--- config.mk ---
export PLATFORM = sky130hd
export DESIGN_NAME = snoop_backoff_arbiter
export DESIGN_NICKNAME = d
export VERILOG_FILES = /design/src/rtl/sba_pkg.sv /design/src/rtl/sba_snoop_timer.sv /design/src/rtl/sba_ctrl_fsm.sv /design/src/rtl/snoop_backoff_arbiter.sv
export SDC_FILE = /design/constraint.sdc
export NUM_CORES = 1
export LEC_CHECK = 0
export ABC_AREA = 1
export CAP_MARGIN = 20
export CORE_AREA = 2 2 39 41
export CTS_CLUSTER_DIAMETER = 40
export DETAILED_ROUTE_END_ITERATION = 10
export DIE_AREA = 0 0 41 43
export DONT_BUFFER_PORTS = 1
export PLACE_DENSITY = 0.33
export SLEW_MARGIN = 20
export SYNTH_ARGS = -nofsm -noshare
export SYNTH_HDL_FRONTEND = slang
export SYNTH_SLANG_ARGS = --single-unit
--- constraint.sdc ---
create_clock -name clk -period 2.95 [get_ports clk]
set_clock_uncertainty 0.05 [all_clocks]
set_input_delay 0.295 -clock clk [delete_from_list [all_inputs] [get_ports clk]]
set_output_delay 0.295 -clock clk [all_outputs]
set_load 0.01 [all_outputs]
--- src/rtl/sba_pkg.sv ---
package sba_pkg;
  typedef enum logic [1:0] {
    ST_IDLE    = 2'd0,
    ST_SNOOP   = 2'd1,
    ST_WB_WAIT = 2'd2,
    ST_WB_HOLD = 2'd3
  } sba_state_e;
endpackage

--- src/rtl/sba_snoop_timer.sv ---
module sba_snoop_timer #(
  parameter int SNOOP_LAT = 2
) (
  input  logic clk,
  input  logic rst_n,
  input  logic start,
  output logic window
);
  localparam int CNT_W = $clog2(SNOOP_LAT + 1);

  logic [CNT_W-1:0] cnt_q;
  logic [CNT_W-1:0] cnt_d;
  logic             cnt_en;

  always_comb begin
    cnt_en = start || (cnt_q != '0);
    cnt_d  = cnt_q;
    if (start) begin
      cnt_d = CNT_W'(SNOOP_LAT);
    end else if (cnt_q != '0) begin
      cnt_d = cnt_q - CNT_W'(1);
    end
  end

  always_ff @(posedge clk or negedge rst_n) begin
    if (!rst_n) begin
      cnt_q <= '0;
    end else if (cnt_en) begin
      cnt_q <= cnt_d;
    end
  end

  assign window = (cnt_q == CNT_W'(1));
endmodule

--- src/rtl/sba_ctrl_fsm.sv ---
module sba_ctrl_fsm
  import sba_pkg::*;
(
  input  logic clk,
  input  logic rst_n,
  input  logic eads,
  input  logic window,
  input  logic hitm,
  input  logic cpu_ads,
  input  logic hlda,
  output logic start,
  output logic hold,
  output logic boff
);
  sba_state_e state_q;
  sba_state_e state_d;
  logic       hold_q;
  logic       hold_d;
  logic       boff_q;
  logic       boff_d;

  always_comb begin
    state_d = state_q;
    start   = 1'b0;
    unique case (state_q)
      ST_IDLE: begin
        if (eads) begin
          state_d = ST_SNOOP;
          start   = 1'b1;
        end
      end
      ST_SNOOP: begin
        if (window) begin
          state_d = hitm ? ST_WB_WAIT : ST_IDLE;
        end
      end
      ST_WB_WAIT: begin
        if (cpu_ads) begin
          state_d = ST_WB_HOLD;
        end
      end
      ST_WB_HOLD: begin
        if (hlda) begin
          state_d = ST_IDLE;
        end
      end
      default: state_d = ST_IDLE;
    endcase
  end

  always_comb begin
    hold_d = (state_d != ST_WB_WAIT);
    boff_d = (state_d == ST_WB_WAIT) || (state_d == ST_WB_HOLD);
  end

  always_ff @(posedge clk or negedge rst_n) begin
    if (!rst_n) begin
      state_q <= ST_IDLE;
      hold_q  <= 1'b1;
      boff_q  <= 1'b0;
    end else begin
      state_q <= state_d;
      hold_q  <= hold_d;
      boff_q  <= boff_d;
    end
  end

  assign hold = hold_q;
  assign boff = boff_q;
endmodule

--- src/rtl/snoop_backoff_arbiter.sv ---
module snoop_backoff_arbiter #(
  parameter int SNOOP_LAT = 2
) (
  input  logic clk,
  input  logic rst_n,
  input  logic mst_ads_n,
  output logic cpu_snoop_n,
  input  logic cpu_hitm_n,
  input  logic cpu_ads_n,
  input  logic cpu_hlda,
  output logic cpu_hold,
  output logic mst_backoff_n
);
  logic start;
  logic window;
  logic boff;

  // The snoop strobe is forwarded in the same clock as the master strobe.
  assign cpu_snoop_n = mst_ads_n;

  sba_snoop_timer #(.SNOOP_LAT(SNOOP_LAT)) u_timer (
    .clk    (clk),
    .rst_n  (rst_n),
    .start  (start),
    .window (window)
  );

  sba_ctrl_fsm u_fsm (
    .clk     (clk),
    .rst_n   (rst_n),
    .eads    (!mst_ads_n),
    .window  (window),
    .hitm    (!cpu_hitm_n),
    .cpu_ads (!cpu_ads_n),
    .hlda    (cpu_hlda),
    .start   (start),
    .hold    (cpu_hold),
    .boff    (boff)
  );

  assign mst_backoff_n = !boff;
endmodule

==> impl_metrics.env <==
export IMPL_diodes=0
export IMPL_port_buffers=0
export IMPL_finalCritPeriodShare_pct=38.46
export IMPL_yosysWarnings=0
export IMPL_r2r_end="u_timer.cnt_q[1]$_DFFE_PN0P_"
export IMPL_final_max_slew_viol_count=0
export IMPL_grt_ovfl_total=0
export IMPL_ctsHtreeMaxLevel=1
export IMPL_pin_count=9
export IMPL_r2r_start="u_timer.cnt_q[0]$_DFFE_PN0P_"
export IMPL_start_kind="register"
export IMPL_dp_slack_ns=1.881
export IMPL_end_kind="primary output"
export IMPL_antenna_found_initial=0
export IMPL_yosysSeqAreaShare_pct=47.45
export IMPL_die_w_um=41
export IMPL_setup_viol=0
export IMPL_placed_cells=52
export IMPL_post_cts_buffers=0
export IMPL_path_max_fanout=1
export IMPL_totalWireLength_um=628
export IMPL_n_fill_cell=162
export IMPL_critical_path_class="reg -> out"
export IMPL_first_pass_iters=2
export IMPL_grt_pass1_wl_um=1138
export IMPL_fmax_mhz=881.4
export IMPL_setup_tns_ns=0
export IMPL_rrSetupSlack_ns=1.88
export IMPL_cts_path_max_buffers=2
export IMPL_period_minus_slack_ns=1.135
export IMPL_fin_nets=50
export IMPL_syn_area_um2=319.1
export IMPL_fp_dieH_um=43
export IMPL_hpwl_um=509.1
export IMPL_clkLatencyLatePin_ns=0.25
export IMPL_outcome="finished, final reports clean"
export IMPL_wl_per_cell_um=11.02
export IMPL_fin_hold_ws_ns=0.2021
export IMPL_cts_root_buf="clkbuf_4"
export IMPL_layout_drive_gt1_share_pct=24.39
export IMPL_syn_nets=45
export IMPL_drc=0
export IMPL_cts_sinks=6
export IMPL_relSlewSlack_pct=80.51
export IMPL_routed_via_density=4.439
export IMPL_layout_common_cells="nand2_1 (6), inv_1 (5), dfrtp_1 (5), nand3_1 (4)"
export IMPL_hold_path_class="in -> reg"
export IMPL_rsz0062_at_grt="no"
export IMPL_arrival_ns=0.79
export IMPL_numCtsBuffers=3
export IMPL_total_power_uw=349.8
export IMPL_grt_pass1_vias=249
export IMPL_power_ir_vdd_worst_v=0.0003175
export IMPL_row_count=14
export IMPL_synth_avg_cell_area_um2=8.623
export IMPL_worst_slack_ns=1.815
export IMPL_ctsHoldBuffers=1
export IMPL_critPathLaunch="u_fsm.hold$_DFF_PN1_"
export IMPL_cts_tree="built"
export IMPL_final_common_cell="nand2_1"
export IMPL_dieArea_um2=1763
export IMPL_syn_instance_count=37
export IMPL_ant_nets=0
export IMPL_powerDensity_nw_per_um2=951.0
export IMPL_stdcell_area_um2=367.9
export IMPL_synthDistinctLibCells=16
export IMPL_fin_util_pct=26.58
export IMPL_start_util_pct=23.06
export IMPL_track_usage_pct=10.10
export IMPL_synth_seq_cells=6
export IMPL_grt_start_max_net_pins=7
export IMPL_fin_cells=57
export IMPL_worst_pin_slew_ns=0.2914
export IMPL_worst_path_stages=0
export IMPL_reg2regPathDepth=5
export IMPL_crit_required_ns=2.61
export IMPL_clk_pin_slew_ns=0.05
export IMPL_coreArea_um2=1384
export IMPL_cts_resized=0
export IMPL_p_leak_nw=0.1925
export IMPL_cp_endpoint="cpu_hold"
export IMPL_drtIter0Drc=1
export IMPL_maxCapViolations=0
export IMPL_globalplace_congestion=0.6262
export IMPL_syn_to_final_growth_pct=15.29
export IMPL_place_area_um2=331.6
export IMPL_hold_viol=0
export IMPL_num_vias=253
==> synthesized netlist by cell type <==
library cell,instances,share of area [%]
o21ai_2,1,2.7
nand3b_1,1,2.4
inv_2,3,3.5
dfrtp_1,5,39
buf_4,1,2.4
nand2_2,1,2.0
nand3b_2,1,3.5
o21ai_0,1,1.6
nand4_1,2,3.9
nand3_1,4,6.3
inv_1,5,5.9
clkinv_1,1,1.2
ha_1,2,7.8
dfstp_2,1,8.2
nor2_1,2,2.4
nand2_1,6,7.1
==> per-layer routing <==
layer | global-route usage, % | share of wire [%] | vias to the layer above
met5 | 0 | 0 | -
met4 | 0 | 0 | 0
met3 | 7.853 | 11 | 0
met2 | 14.69 | 53 | 9
met1 | 12.46 | 36 | 123
li1 | - | - | 121
==> cells by family (layout without fill, tap and decap cells) <==
family	count (synthesis)	in the layout	share of synthesized area, %
and+or+nand+nor	17	17	27.45
buffers and inverters	10	14	12.94
DFF	6	6	47.45
adders and majority gates	2	2	7.842
AOI/OAI and AO/OA	2	2	4.313
==> final cells by class <==
cell class,count,area (µm²),share of cell area [%]
Tap cell,16,20.02,5.442
Inverter,9,33.78,9.184
Clock buffer,4,26.28,7.143
Sequential cell,6,151.4,41.16
Multi-Input combinational cell,21,126.4,34.35
Timing Repair Buffer,1,10.01,2.721
==> worst min path at each step <==
stage	from	end	slack [ns]	cells past startpoint
6_report	cpu_hlda	u_fsm.boff$_DFF_PN0_	0.20	3
2_1_floorplan	rst_n	u_fsm.boff$_DFF_PN0_	-0.05	0
3_3_place_gp	rst_n	u_fsm.boff$_DFF_PN0_	-0.05	0
3_5_place_dp	rst_n	u_fsm.boff$_DFF_PN0_	-0.05	0
5_1_grt	cpu_hlda	u_fsm.state_q[1]$_DFF_PN0_	0.22	3
4_1_cts	cpu_hlda	u_fsm.boff$_DFF_PN0_	0.20	3
==> flip-flops by register name, indices dropped and copies added (netlist names) <==
| signal | count |
|---|---|
| u_fsm.boff | 1 |
| u_fsm.hold | 1 |
| u_timer.cnt_q | 2 |
| u_fsm.state_q | 2 |
==> power breakdown <==
group | internal (mW) | leakage [nW] | switching (mW) | total, mW
combinational | 0.0489 | 0.106 | 0.0757 | 0.125
clock | 0.0514 | 0.0150 | 0.0326 | 0.0840
sequential | 0.116 | 0.0719 | 0.0252 | 0.141
Note: power is estimated with default switching activity, not from simulation.
